[src/rtl/mon_pkg.sv]
package mon_pkg;

  typedef enum logic [1:0] {
    SRC_STORE = 2'd0,
    SRC_ACC   = 2'd1,
    SRC_CTRL  = 2'd2
  } src_t;

  typedef enum logic {
    GLYPH_DOT  = 1'b0,
    GLYPH_DASH = 1'b1
  } glyph_t;

  // Exactly one select raised picks that source; anything else falls back to the store.
  function automatic src_t resolve_src(input logic s_store, input logic s_acc,
                                       input logic s_ctrl);
    logic [2:0] v;
    v = {s_ctrl, s_acc, s_store};
    case (v)
      3'b010:  return SRC_ACC;
      3'b100:  return SRC_CTRL;
      default: return SRC_STORE;
    endcase
  endfunction

  // Control source: the instruction word takes odd lines, only while running.
  function automatic logic ctrl_uses_pi(input logic run, input logic line_odd);
    return run & line_odd;
  endfunction

  function automatic glyph_t glyph_of(input logic digit_bit);
    return digit_bit ? GLYPH_DASH : GLYPH_DOT;
  endfunction

endpackage

[src/rtl/mon_scan_counter.sv]
module mon_scan_counter #(
  parameter int LINES  = 32,
  parameter int DIGITS = 32,
  localparam int LW = $clog2(LINES),
  localparam int DW = $clog2(DIGITS)
) (
  input  logic          clk,
  input  logic          rst_n,
  output logic [LW-1:0] line_q,
  output logic [DW-1:0] dig_q,
  output logic          last_digit,
  output logic          last_line
);

  localparam logic [DW-1:0] DIG_MAX  = DW'(DIGITS - 1);
  localparam logic [LW-1:0] LINE_MAX = LW'(LINES - 1);

  assign last_digit = (dig_q == DIG_MAX);
  assign last_line  = (line_q == LINE_MAX);

  always_ff @(posedge clk) begin
    if (!rst_n) begin
      dig_q  <= '0;
      line_q <= '0;
    end else if (last_digit) begin
      dig_q  <= '0;
      line_q <= last_line ? '0 : line_q + 1'b1;
    end else begin
      dig_q <= dig_q + 1'b1;
    end
  end

endmodule

[src/rtl/mon_word_select.sv]
module mon_word_select
  import mon_pkg::*;
#(
  parameter int W = 32
) (
  input  src_t         src,
  input  logic         running,
  input  logic         line_odd,
  input  logic [W-1:0] store_word,
  input  logic [W-1:0] acc_word,
  input  logic [W-1:0] ci_word,
  input  logic [W-1:0] pi_word,
  output logic [W-1:0] shown_word,
  output logic         using_pi
);

  assign using_pi = (src == SRC_CTRL) && ctrl_uses_pi(running, line_odd);

  always_comb begin
    case (src)
      SRC_ACC:  shown_word = acc_word;
      SRC_CTRL: shown_word = using_pi ? pi_word : ci_word;
      default:  shown_word = store_word;
    endcase
  end

endmodule

[src/rtl/mon_glyph_stage.sv]
module mon_glyph_stage
  import mon_pkg::*;
#(
  parameter int W  = 32,
  parameter int LW = 5,
  localparam int DW = $clog2(W)
) (
  input  logic          clk,
  input  logic          rst_n,
  input  logic [W-1:0]  word,
  input  logic [LW-1:0] line_in,
  input  logic [DW-1:0] dig_in,
  input  logic          bright_in,
  output logic          out_valid,
  output logic [LW-1:0] out_line,
  output logic [DW-1:0] out_digit,
  output logic          out_sym,
  output logic          out_bright
);

  glyph_t glyph_now;
  assign glyph_now = glyph_of(word[dig_in]);

  always_ff @(posedge clk) begin
    if (!rst_n) begin
      out_valid  <= 1'b0;
      out_line   <= '0;
      out_digit  <= '0;
      out_sym    <= 1'b0;
      out_bright <= 1'b0;
    end else begin
      out_valid  <= 1'b1;
      out_line   <= line_in;
      out_digit  <= dig_in;
      out_sym    <= logic'(glyph_now);
      out_bright <= bright_in;
    end
  end

endmodule

[src/rtl/monitor_raster.sv]
module monitor_raster
  import mon_pkg::*;
#(
  parameter int LINES  = 32,
  parameter int DIGITS = 32,
  localparam int LW = $clog2(LINES),
  localparam int DW = $clog2(DIGITS)
) (
  input  logic              clk,
  input  logic              rst_n,
  input  logic              sel_store,
  input  logic              sel_acc,
  input  logic              sel_ctrl,
  input  logic              running,
  input  logic [LW-1:0]     action_line,
  output logic [LW-1:0]     store_raddr,
  input  logic [DIGITS-1:0] store_rdata,
  input  logic [DIGITS-1:0] acc_word,
  input  logic [DIGITS-1:0] ci_word,
  input  logic [DIGITS-1:0] pi_word,
  output logic              out_valid,
  output logic [LW-1:0]     out_line,
  output logic [DW-1:0]     out_digit,
  output logic              out_sym,
  output logic              out_bright
);

  logic [LW-1:0]     line_q;
  logic [DW-1:0]     dig_q;
  logic              last_digit;
  logic              last_line;
  src_t              eff_src;
  logic [DIGITS-1:0] shown_word;
  logic              using_pi;
  logic              hit_action;

  mon_scan_counter #(.LINES(LINES), .DIGITS(DIGITS)) u_scan (
    .clk(clk), .rst_n(rst_n), .line_q(line_q), .dig_q(dig_q),
    .last_digit(last_digit), .last_line(last_line)
  );

  assign eff_src     = resolve_src(sel_store, sel_acc, sel_ctrl);
  assign store_raddr = line_q;
  assign hit_action  = (eff_src == SRC_STORE) && (line_q == action_line);

  mon_word_select #(.W(DIGITS)) u_sel (
    .src(eff_src), .running(running), .line_odd(line_q[0]),
    .store_word(store_rdata), .acc_word(acc_word), .ci_word(ci_word),
    .pi_word(pi_word), .shown_word(shown_word), .using_pi(using_pi)
  );

  mon_glyph_stage #(.W(DIGITS), .LW(LW)) u_out (
    .clk(clk), .rst_n(rst_n), .word(shown_word), .line_in(line_q),
    .dig_in(dig_q), .bright_in(hit_action), .out_valid(out_valid),
    .out_line(out_line), .out_digit(out_digit), .out_sym(out_sym),
    .out_bright(out_bright)
  );

endmodule

[config.mk]
export PLATFORM = sky130hd
export DESIGN_NAME = monitor_raster
export DESIGN_NICKNAME = d
export VERILOG_FILES = /design/src/rtl/mon_pkg.sv /design/src/rtl/mon_scan_counter.sv /design/src/rtl/mon_word_select.sv /design/src/rtl/mon_glyph_stage.sv /design/src/rtl/monitor_raster.sv
export SDC_FILE = /design/constraint.sdc
export NUM_CORES = 1
export LEC_CHECK = 0
export ABC_AREA = 1
export BUFFER_PORTS_ARGS = -buffer_cell sky130_fd_sc_hd__clkbuf_2
export CORE_AREA = 2 2 73 110
export DETAILED_ROUTE_END_ITERATION = 7
export DIE_AREA = 0 0 75 112
export GPL_ROUTABILITY_DRIVEN = 0
export PLACE_DENSITY = 0.66
export SLEW_MARGIN = 20
export SYNTH_ARGS = -nofsm -noshare
export SYNTH_HDL_FRONTEND = slang
export SYNTH_SLANG_ARGS = --single-unit
[constraint.sdc]
create_clock -name clk -period 1.7 [get_ports clk]
set_clock_uncertainty 0.15 [all_clocks]
set_input_delay 0.425 -clock clk [delete_from_list [all_inputs] [get_ports clk]]
set_output_delay 0.425 -clock clk [all_outputs]
set_load 0.005 [all_outputs]
Word-level counts from Yosys, hierarchy flattened

Index checks and enable logic that the tools add are counted.
Widths: inputs -> output; s select.

Output and inout bits: 18
Word-level logic and storage cells: 31
Bits in registers: 23
Input bits: 139

Equality and inequality tests: 7
Add/subtract/negate cells: 2
Bitwise gates (word level): 2
$lt $le $gt $ge: 1
Reduce and logical (&&, ||, !) cells: 4
Multiplexer cells: 8

Operators by type and width:

| operator            | number |
|---|---|
| $pmux 32 s2         | 1 |
| $mux 32             | 1 |
| $add 5x1->5 const B | 2 |
| $eq 5x5->1 const B  | 2 |
| $lt 5x6->1 const B  | 1 |
| $bmux 1 s5          | 1 |
| $eq 5x5->1          | 1 |
| $mux 5              | 1 |
| $pmux 2 s2          | 1 |
| $eq 3x2->1 const B  | 1 |
| $eq 3x3->1 const B  | 1 |
| $mux 1              | 3 |
| $eq 2x1->1 const B  | 1 |
| $eq 2x2->1 const B  | 1 |
| $logic_and 1x1->1   | 2 |
| $logic_not 2->1     | 1 |
| $reduce_or 2->1     | 1 |
| $and 1x1->1         | 1 |
| $not 1->1           | 1 |

Depth between registers and ports, before layout

Gate-level depths: netlist of the first run.

Word-level depth: 9
Depth in mapped cells: 14

Cells and area by module

A second synthesis of the first run with hierarchy kept.

Cell total of the unflattened synthesis: 488
Area, all modules: 2544.9 um2

By module, submodules not included:

| module           | cells an instance | area an instance (um2) | instances |
|---|---|---|---|
| mon_word_select  | 262               | 1194.9                 | 1 |
| mon_glyph_stage  | 137               | 775.7                  | 1 |
| mon_scan_counter | 56                | 436.7                  | 1 |
| monitor_raster   | 33                | 137.6                  | 1 |

Worst setup path before layout of the first run

OpenSTA, ideal clock, no wires.

Path type: in2reg
From: in sel_acc
To: reg u_out.out_sym
Cell stages on the path: 12
Required time: 1.438 ns
Arrival: 1.365 ns
Buffers on the path: 2
Slack: 0.073 ns
Cells stage by stage: buf_6 -> nor2_1 -> nand2_2 -> buf_2 -> nand3_1 -> nand3_1 -> nand3_1 -> nand3_1 -> nand3_1 -> nand2_1 -> nand2_1 -> nand2_1

Longest elaborated chain between the ends: 9

Ends and longest elaborated chain:

| element                                  | line                                         | source |
|---|---|---|
| start: declaration                       | monitor_raster.sv:12                         | `input logic sel_acc,` |
| $eq 3x3->1 or $eq 3x2->1 (tied branches) | mon_pkg.sv:19                                | `case (v)` |
| $pmux 2 s2 (*)                           | mon_pkg.sv:19                                |  |
| $eq 2x2->1                               | mon_word_select.sv:17, mon_word_select.sv:20 |  |
| $logic_and 1x1->1                        | mon_word_select.sv:17                        | `assign using_pi = (src == SRC_CTRL) && ctrl_uses_pi(running, line_odd);` |
| $mux 32                                  | mon_word_select.sv:22                        | `SRC_CTRL: shown_word = using_pi ? pi_word : ci_word;` |
| $pmux 32 s2 (*)                          | mon_word_select.sv:20                        | `case (src)` |
| $bmux 1 s5 (*)                           | mon_glyph_stage.sv:22                        | `assign glyph_now = glyph_of(word[dig_in]);` |
| $mux 1 (implied by the code) (*)         | mon_glyph_stage.sv:22                        |  |
| $mux 1 (*)                               | mon_pkg.sv:32                                | `return digit_bit ? GLYPH_DASH : GLYPH_DOT;` |
| end signal: assignment                   | mon_glyph_stage.sv:35                        | `out_sym <= logic'(glyph_now);` |
| end: declaration                         | mon_glyph_stage.sv:17                        | `output logic out_sym,` |

Mark *: on every way between the ends. The rest lies on a longest branch, timed or not. The select of a mux whose other input is x is not followed.
A chain may end at the register's enable or synchronous reset.

Worst setup path after layout of the first run

From: in sel_store
To: reg u_out.out_sym

Longest elaborated chain between the ends: 9

Ends and longest elaborated chain:

| element                                  | line                                         | source |
|---|---|---|
| start: declaration                       | monitor_raster.sv:11                         | `input logic sel_store,` |
| $eq 3x3->1 or $eq 3x2->1 (tied branches) | mon_pkg.sv:19                                |  |
| $pmux 2 s2 (*)                           | mon_pkg.sv:19                                |  |
| $eq 2x2->1                               | mon_word_select.sv:17, mon_word_select.sv:20 |  |
| $logic_and 1x1->1                        | mon_word_select.sv:17                        |  |
| $mux 32                                  | mon_word_select.sv:22                        |  |
| $pmux 32 s2 (*)                          | mon_word_select.sv:20                        |  |
| $bmux 1 s5 (*)                           | mon_glyph_stage.sv:22                        |  |
| $mux 1 (implied by the code) (*)         | mon_glyph_stage.sv:22                        |  |
| $mux 1 (*)                               | mon_pkg.sv:32                                |  |

Marked as above.

==> results of run 1 <==
==> registers in the layout, indices dropped and copies added (netlist names) <==
signal,flops
u_scan.dig_q,5
u_scan.line_q,5
u_out.out_line,5
u_out.out_sym,1
u_out.out_bright,1
u_out.out_valid,1
u_out.out_digit,5
==> area by class of cell <==
class / instances / area (µm²) / share of cell area, %
clock buffers: 4 / 78.8 / 2.02
well taps: 102 / 128 / 3.27
repair buffers: 192 / 1240 / 31.9
flip-flops and latches: 23 / 465 / 11.9
multi-input cells: 328 / 1740 / 44.7
inverters: 64 / 240 / 6.16
==> worst max path at each step <==
stage / start / end / slack, ns / depth (start not counted)
floorplan: sel_acc / u_out.out_sym / 0.07 / 12
global placement: sel_store / u_out.out_sym / -0.16 / 13
detailed placement: sel_store / u_out.out_sym / -0.16 / 13
CTS: u_scan.dig_q[0] / u_scan.line_q[2] / 0.004 / 8
global route: sel_store / u_out.out_sym / -0.03 / 12
finish: sel_store / u_out.out_sym / 0.04 / 13
==> metrics by stage <==
step | util, % | TNS [ns] | setup WS [ns] | hold WS, ns | cells
2_1_floorplan | - | 0 | 0.0729 | 0.293 | 445
6_report | 52.2 | 0 | 0.0428 | 0.287 | 713
3_5_place_dp | 47.5 | -0.165 | -0.165 | 0.320 | 703
3_3_place_gp | 47.5 | -0.159 | -0.159 | 0.299 | 703
5_1_grt | 52.2 | -0.0664 | -0.0340 | 0.305 | 713
4_1_cts | 48.5 | 0 | 0.00395 | 0.330 | 707
==> metal layers <==
| layer | GRT usage, % | vias to the layer above |
|---|---|---|
| met1 | 22.6 | 1582 |
| met5 | 0 | - |
| li1 | - | 1754 |
| met4 | 4.88 | 0 |
| met3 | 2.08 | 25 |
| met2 | 43.0 | 134 |
==> timing repair <==
action | CTS | global route
resized for setup | 0 | 39
setup buffers | 0 | 1
endpoints found under the setup margin | 0 | 9
==> cells in the final DEF (no fill, tap or decap), types with 3 or more instances in the layout <==
cell type  synthesis  layout
nor3_2             0       3
inv_1             63      62
buf_6              9       6
nand3b_1          16      16
nand4_1            3       3
or2_1              5       5
clkbuf_16          0       6
nand2_1          139     139
nor2_1             8       8
dfxtp_1           23      21
buf_4             10      20
nand3_2            5      24
buf_12             0       9
a21oi_1            5       5
clkbuf_2           0     154
o21ai_0            3       3
nand3_1          119      99
==> where the power goes <==
part           internal, mW  switching (mW)  total, mW
logic                 0.333           0.342      0.674
registers             0.553         0.00778      0.561
clock network         0.320           0.183      0.503
total                  1.21           0.533       1.74
==> worst max-delay path, delay by kind of cell <==
family	cells	cell delay (ns)
and+or+nand+nor	10	0.88
buffers and inverters	3	0.39
==> logic make-up (layout without fill, tap and decap cells) <==
kind of cell	after synthesis	in the layout
simple gates	309	309
buf+inv	94	260
flops	23	23
compound gates	13	13
fa+ha+maj	4	4
xor+xnor	2	2
==> key figures, run 1 <==
Status
  – Status: complete, no violations

Cells and area
  – Design area: 3900 µm²
  – Layout Area Growth over Synthesis: 52.9%
  – N_diodes: 0
  – Layout cells sized above 1: 38.5%
  – NumNets Final: 755
  – Fillers: 818

Critical path
  – R2R setup slack: 0.08 ns
  – Critical path class: input pin to flip-flop
  – Critical path peak fanout: 8
  – Critical Path RT: 1.75 ns
  – CP cell instances: buf_6 -> nor2_4 -> buf_12 -> clkbuf_16 -> nand3_1 -> nand2_1 -> nand3b_1 -> nand3_2 -> nand3_1 -> nand3_2 -> nand2_1 -> nand2_1 -> nand2_1
  – Reg2Reg Capture Point: u_scan.line_q[2]
  – Worst Path Arrival: 1.71 ns
  – Worst Reg-to-Reg Cells: 8
  – Critical Path Sink Type: flip-flop
  – Slowest Stage Delay on Critical Path: 0.20 ns
  – Crit Reg-Reg Startpoint: u_scan.dig_q[0]
  – Critical path's most frequent cell: nand2_1
  – CP Launch Type: input pin
  – CP max-delay cell: nor2_4

Hold path
  – Hold crit path type: flip-flop to flip-flop
  – Worst hold start: u_scan.dig_q[0]
  – Worst Hold Path EP: u_scan.dig_q[0]
  – Hold path cells: 1

Synth
  – Seq/Total Area, Yosys: 18.1%
  – Yosys reg bits: 23
  – Top_reg_cell synth: dfxtp_1
  – Main combinational cell family by area after synthesis: simple AND/OR/NAND/NOR gates
  – Synth cell count leaders: nand2_1 (139), nand3_1 (119), inv_1 (63), dfxtp_1 (23), nand3b_1 (16)
  – Compound-Gate Fraction of Synth Area: 3.04%
  – Count leader, synth: nand2_1
  – Post-synthesis simple-gate area fraction: 57.5%
  – Post-Syn Area per Cell: 5.73 µm²
  – Dominant cell type by area after synthesis: nand3_1
  – Post-synthesis mux area share: 0%
  – Netlist cell types: 31
  – YS warnings: 0
  – Syn Nets: 588
  – EDFF count, synth: 0
  – Synth top area share: 23.4%
  – Post-Syn Instances: 445
  – XOR/XNOR share of the synthesized area: 0.687%
  – Fraction of registers with async set/reset: 0%
  – Syn Std Cell Area: 2550 µm²
  – Synth Area in Adders: 1.96%
  – Top post-synthesis cells by area: nand3_1 (23%), nand2_1 (20%), dfxtp_1 (18%)

Detailed routing
  – Vias/cell: 4.90
  – Met1 wire length: 3710 µm
  – WL met2: 5400 µm
  – Detailed-route DRC error count: 0
  – Pre-antenna DRT Iters: 5
  – Metal3 WL: 537 µm
  – Iteration-0 DRC Markers: 198
  – Max layer used: met4
  – Avg WL per Cell: 13.9 µm
  – Final wirelength: 9930 µm
  – Via count: 3495
  – Post-route ant nets: 0

Job
  – MaxCap Viol Count: 0

Clocking
  – H-tree levels: 1
  – TritonCTS Buffers: 3
  – Clk sink count: 23
  – Clk Latency, worst-skew pair: 0.25 ns
  – Clk buf depth: 2
  – Clock slew at reported path FFs: 0.06 ns
  – Clock root buffer: clkbuf_16
  – Hold buffer count at cts: 0
  – CTS tree: done

Place
  – HPWL after DPL: 7530 µm
  – Placed inst area: 3540 µm²
  – Port buffer count: 156

Floorplan
  – Die W: 75 µm
  – Ports: 157
  – Initial core utilization: 34.2%
  – Num rows: 39
  – Core Footprint: 7470 µm²
  – Die Ht: 112 µm
  – Die area: 8400 µm²

Global routing
  – Pin count of the biggest net entering global routing: 33
  – Vias in the first global route: 3423
  – Overall Global Routing Usage: 21.5%
  – Grt total ovfl: 0
  – Initial antenna violation count: 0
  – First-pass GRT wire length: 14600 µm

Timing
  – Slew margin rel.: 75.6%
  – Period utilisation layout: 97.5%
  – Worst-margin pin slew: 0.365 ns
  – Peak Freq: 0.603 GHz
  – Final Hold Fails: 0
  – Minimum clock period: 1.66 ns
  – Fin. max-slew vios: 0
  – Endpoints failing setup: 0

Power and ir drop
  – Power, Total: 1.74 mW
  – Maximum vdd drop: 0.427 mV
  – Lkg Pwr: 2.25 nW
  – PwrDens: 446 nW/µm²
Note: power is estimated with default switching activity, not from simulation.
==> run 2: changes to the inputs <==
--- a/config.mk
+++ b/config.mk
@@ -5,13 +5,12 @@
 export SDC_FILE = /design/constraint.sdc
 export NUM_CORES = 1
 export LEC_CHECK = 0
-export ABC_AREA = 1
-export BUFFER_PORTS_ARGS = -buffer_cell sky130_fd_sc_hd__clkbuf_2
-export CORE_AREA = 2 2 73 110
+export BUFFER_PORTS_ARGS = -buffer_cell sky130_fd_sc_hd__buf_2
+export CORE_AREA = 2 2 70 105
 export DETAILED_ROUTE_END_ITERATION = 7
-export DIE_AREA = 0 0 75 112
+export DIE_AREA = 0 0 72 107
 export GPL_ROUTABILITY_DRIVEN = 0
-export PLACE_DENSITY = 0.66
+export PLACE_DENSITY = 0.68
 export SLEW_MARGIN = 20
 export SYNTH_ARGS = -nofsm -noshare
 export SYNTH_HDL_FRONTEND = slang
==> key figures, run 2 <==
Power and ir drop
  – Lkg Pwr: 1.90 nW
  – Switch Pwr: 498 µW
  – Internal power: 1.05 mW
  – Switching share of power: 32.2%
  – Comb pwr share: 41.3%
  – PwrDens: 413 nW/µm²
  – Maximum vdd drop: 0.253 mV
  – Power, Total: 1.55 mW
  – Clock share of power: 22.1%
  – Sequential share of power: 36.7%

Synth
  – Synth top area share: 19.9%
  – Syn Std Cell Area: 2310 µm²
  – Post-Syn Area per Cell: 7.79 µm²
  – Fraction of registers with async set/reset: 0%
  – Yosys reg bits: 23
  – Count leader, synth: a21oi_1
  – Netlist cell types: 47
  – Top_reg_cell synth: dfxtp_1
  – Seq/Total Area, Yosys: 19.9%
  – Synth cell count leaders: a21oi_1 (45), mux2i_1 (33), dfxtp_1 (23), nor2b_1 (21), o211ai_1 (15)
  – Top post-synthesis cells by area: dfxtp_1 (20%), mux2i_1 (14%), a21oi_1 (9.7%)
  – YS warnings: 0
  – EDFF count, synth: 0
  – Dominant cell type by area after synthesis: dfxtp_1
  – Post-Syn Instances: 297
  – Syn Nets: 440

Clocking
  – Hold buffer count at cts: 0
  – Clk buf depth: 2
  – H-tree levels: 1
  – Clk sink count: 23
  – Clock slew at reported path FFs: 0.08 ns
  – TritonCTS Buffers: 3
  – Clock root buffer: clkbuf_8
  – CTS tree: done
  – Clk Latency, worst-skew pair: 0.26 ns

Timing
  – Final setup margin: -0.208 ns
  – Setup TNS: -0.240 ns
  – Worst-margin pin slew: 0.319 ns
  – Fin. max-slew vios: 0
  – Peak Freq: 0.524 GHz
  – Period utilisation layout: 112%
  – Hold slack final: 0.300 ns
  – Endpoints failing setup: 3
  – Slew margin rel.: 78.7%
  – Minimum clock period: 1.91 ns
  – Final Hold Fails: 0
  – RSZ-0062 raised after global routing: yes

Global routing
  – Pin count of the biggest net entering global routing: 30
  – Initial antenna violation count: 0
  – Grt total ovfl: 0
  – First-pass GRT wire length: 14100 µm
  – Overall Global Routing Usage: 22.8%
  – Vias in the first global route: 3144

Detailed routing
  – Final wirelength: 9350 µm
  – Iteration-0 DRC Markers: 219
  – Detailed-route DRC error count: 0
  – Vias/cell: 5.50
  – Via count: 3114
  – Post-route ant nets: 0
  – Pre-antenna DRT Iters: 5
  – Avg WL per Cell: 16.5 µm

Critical path
  – CP Launch Type: input pin
  – Critical Path RT: 1.75 ns
  – Critical Path Sink Type: flip-flop
  – Worst Reg-to-Reg Cells: 8
  – Critical path peak fanout: 29
  – Critical path class: input pin to flip-flop
  – Worst Path Arrival: 1.95 ns

Cells and area
  – Storage cell area: 467 µm²
  – N_diodes: 0
  – Design area: 3750 µm²
  – Area occupied by multi-input gates: 1810 µm²
  – Final Util: 55.1%
  – Layout Area Growth over Synthesis: 61.9%
  – Final Non-Filler Cells: 566
  – Most frequent cells in the layout: buf_2 (153), buf_4 (51), a21oi_1 (44), mux2i_1 (33), nor2b_1 (21)
  – Layout cells sized above 1: 49.2%
  – Commonest non-fill, non-tap cell in the layout: buf_2
  – NumNets Final: 632
  – Fillers: 645

Place
  – Placed inst area: 3520 µm²
  – Dpl ws: -0.551 ns
  – HPWL after DPL: 7590 µm
  – Port buffer count: 156
  – DP Cell Count: 559

Hold path
  – Hold path cells: 1
  – Hold crit path type: input pin to flip-flop

Floorplan
  – Ports: 157
  – Die W: 72 µm
  – Core Footprint: 6810 µm²
  – Num rows: 37
  – Die Ht: 107 µm
  – Die area: 7700 µm²
  – Initial core utilization: 34.0%

Status
  – Failing checks: negative setup slack
  – Status: finished, violations left

Job
  – MaxCap Viol Count: 0
[run 2: changes by cell type in the layout (fill, tap and decap cells not counted), moves of 33 or more]
cell,change
a21oi_1,+39
buf_2,+153
clkbuf_2,-154
inv_1,-50
mux2i_1,+33
nand2_1,-134
nand3_1,-96
[run 2: repair_timing]
action,4_1_cts,5_1_grt
setup buffers,0,3
gates resized for setup,19,17
pin swaps,4,2
endpoints found under the setup margin,11,5
[run 2: area by class of cell]
cell class	count	area share, %
clock inverter	1	0.134
inverter	12	1.20
clock buffer	3	1.10
multi-input combinational	236	48.2
sequential	23	12.5
timing repair buffer	213	34.3
tap	78	2.60
[run 2: critical path, cell delays in order]
cell	delay, ns
buf_4	0.11
or3b_4	0.41
buf_12	0.18
o21ai_0	0.18
o211ai_1	0.14
a2111oi_2	0.27
a211oi_2	0.09
o22ai_1	0.15
[run 2: metal layers]
layer | track usage, % | up-vias | wire length [µm]
met4 | 7.82 | 0 | 161
li1 | - | 1509 | -
met5 | 0 | - | 0
met2 | 45.1 | 154 | 5330
met1 | 23.9 | 1433 | 3270
met3 | 2.91 | 18 | 588
[run 2: path summary, 6_finish.rpt]
check,from,end,slack [ns]
setup / recovery,sel_ctrl,u_out.out_sym,-0.21
hold / removal,rst_n,u_out.out_valid,0.30
setup reg to reg,u_scan.line_q[0],u_out.out_sym,-0.19
hold reg to reg,u_scan.dig_q[0],u_scan.dig_q[0],0.44
[run 2: power groups by stage]
| stage | Clock, mW | Sequential [mW] | Combinational [mW] |
|---|---|---|---|
| 5_1_grt | 0.373 | 0.569 | 0.698 |
| 2_1_floorplan | 0 | 0.574 | 0.280 |
| 3_3_place_gp | 0 | 0.578 | 0.602 |
| 6_report | 0.341 | 0.568 | 0.639 |
| 4_1_cts | 0.348 | 0.568 | 0.624 |
| 3_5_place_dp | 0 | 0.580 | 0.611 |
[run 2: kinds of logic after synthesis]
| kind of cell | count (synthesis) | share of synthesized area (%) |
|---|---|---|
| xor gates and xnor gates | 8 | 3.03 |
| muxes | 34 | 14.8 |
| DFF | 23 | 19.9 |
| buffers and inverters | 38 | 7.62 |
| adders and majority gates | 4 | 2.16 |
| and+or+nand+nor | 69 | 17.1 |
| AOI/OAI and AO/OA | 121 | 35.4 |
==> run 3: changes to the inputs <==
==> constraint.sdc (replaced) <==
create_clock -name clk -period 1.9 [get_ports clk]
set_clock_uncertainty 0.15 [all_clocks]
set_input_delay 0.475 -clock clk [delete_from_list [all_inputs] [get_ports clk]]
set_output_delay 0.475 -clock clk [all_outputs]
set_load 0.005 [all_outputs]
==> key figures, run 3 (synthesis results as in run 2) <==
Floorplan
  – Num rows: 37
  – Die Ht: 107 µm
  – Die area: 7700 µm²
  – Die W: 72 µm
  – Ports: 157
  – Core Footprint: 6810 µm²
  – Initial core utilization: 34.0%

Clocking
  – CTS tree: done
  – TritonCTS Buffers: 3
  – Clock root buffer: clkbuf_8
  – H-tree levels: 1
  – Clk buf depth: 2
  – Clk sink count: 23
  – Clock slew at reported path FFs: 0.08 ns
  – Hold buffer count at cts: 0
  – Clk Latency, worst-skew pair: 0.26 ns

Cells and area
  – Layout cells sized above 1: 46.5%
  – Fillers: 662
  – Most frequent cells in the layout: buf_2 (154), a21oi_1 (45), buf_4 (40), mux2i_1 (33), dfxtp_1 (22)
  – Commonest non-fill, non-tap cell in the layout: buf_2
  – NumNets Final: 619
  – N_diodes: 0
  – Layout Area Growth over Synthesis: 54.3%

Hold path
  – Hold path cells: 1
  – Worst Hold Path EP: u_out.out_valid
  – Worst hold start: rst_n
  – Hold crit path type: input pin to flip-flop

Power and ir drop
  – Power, Total: 1.36 mW
  – PwrDens: 380 nW/µm²
  – Maximum vdd drop: 0.240 mV
  – Lkg Pwr: 1.82 nW

Status
  – Failing checks: negative setup slack
  – Status: finished, violations left

Detailed routing
  – Final wirelength: 9000 µm
  – Pre-antenna DRT Iters: 4
  – Iteration-0 DRC Markers: 130
  – Vias/cell: 5.44
  – Detailed-route DRC error count: 0
  – Avg WL per Cell: 16.3 µm
  – Via count: 3006
  – Post-route ant nets: 0

Place
  – Dpl ws: -0.473 ns
  – Port buffer count: 156
  – HPWL after DPL: 7500 µm

Global routing
  – Vias in the first global route: 3103
  – Overall Global Routing Usage: 22.9%
  – Pin count of the biggest net entering global routing: 20
  – First-pass GRT wire length: 14100 µm
  – Grt total ovfl: 0
  – Initial antenna violation count: 0

Timing
  – Minimum clock period: 1.98 ns
  – Worst-margin pin slew: 0.274 ns
  – Fin. max-slew vios: 0
  – Setup TNS: -0.0847 ns
  – Final Hold Fails: 0
  – Slew margin rel.: 81.2%
  – Hold slack final: 0.349 ns
  – Endpoints failing setup: 1
  – Period utilisation layout: 104%
  – Peak Freq: 0.504 GHz
  – Final setup margin: -0.0847 ns
  – RSZ-0062 raised after global routing: yes

Critical path
  – Crit Reg-Reg Startpoint: u_scan.line_q[0]
  – R2R setup slack: 0.01 ns
  – Critical path class: input pin to flip-flop
  – CP Launch Type: input pin
  – Worst Reg-to-Reg Cells: 8
  – Reg2Reg Capture Point: u_out.out_sym
  – Critical Path RT: 1.94 ns
  – Critical Path Sink Type: flip-flop
  – Critical path peak fanout: 7
  – Worst Path Arrival: 2.02 ns

Job
  – MaxCap Viol Count: 0
## run 3: cell type report
class / instances / area [µm²] / share of cell area, %
multi-input cells: 236 / 1770 / 49.4
repair buffers: 200 / 1160 / 32.4
flip-flops and latches: 23 / 462 / 12.9
well taps: 78 / 97.6 / 2.73
inverters: 12 / 45.0 / 1.26
clock buffers: 3 / 41.3 / 1.16
clock inverters: 1 / 5.00 / 0.140
## run 3: worst max path at each step
stage          slack, ns  cells after the start       from            end
5_1_grt            -0.16                      8   sel_ctrl  u_out.out_sym
4_1_cts            -0.08                      9   sel_ctrl  u_out.out_sym
3_5_place_dp       -0.47                      8   sel_ctrl  u_out.out_sym
6_report           -0.08                      8   sel_ctrl  u_out.out_sym
2_1_floorplan      -0.21                      8  sel_store  u_out.out_sym
3_3_place_gp       -0.38                      8   sel_ctrl  u_out.out_sym
## run 3: critical path, cell delays in order
cell       delay [ns]
buf_4            0.12
or3b_4           0.45
buf_6            0.16
o211ai_1         0.18
o211ai_1         0.13
a2111oi_2        0.26
a211oi_2         0.09
o22ai_1          0.16
## run 3: what timing repair did
item	4_1_cts	5_1_grt
endpoints found under the setup margin	2	9
buffers inserted	1	0
resized for setup	10	16
pin swaps	6	5
## run 3: routing by layer
metal	global-route usage, %	routed length (µm)	vias up
met5	0	0	-
met3	2.44	566	23
met4	8.22	272	0
li1	-	-	1485
met1	25.6	3280	1357
met2	43.3	4870	141
## run 3: where the power goes
part           leakage (nW)  internal [mW]  switching, mW
clock                0.0255          0.146          0.154
sequential            0.187          0.495         0.0119
combinational          1.61          0.284          0.266
## run 3: metrics by stage
| stage | instances | instance area (µm²) | util (%) |
|---|---|---|---|
| CTS | 553 | 3500 | 51.4 |
| detailed placement | 548 | 3410 | 50.1 |
| global placement | 548 | 3410 | 50.1 |
| global route | 553 | 3570 | 52.5 |
| finish | 553 | 3570 | 52.5 |
| floorplan | 297 | 2310 | - |
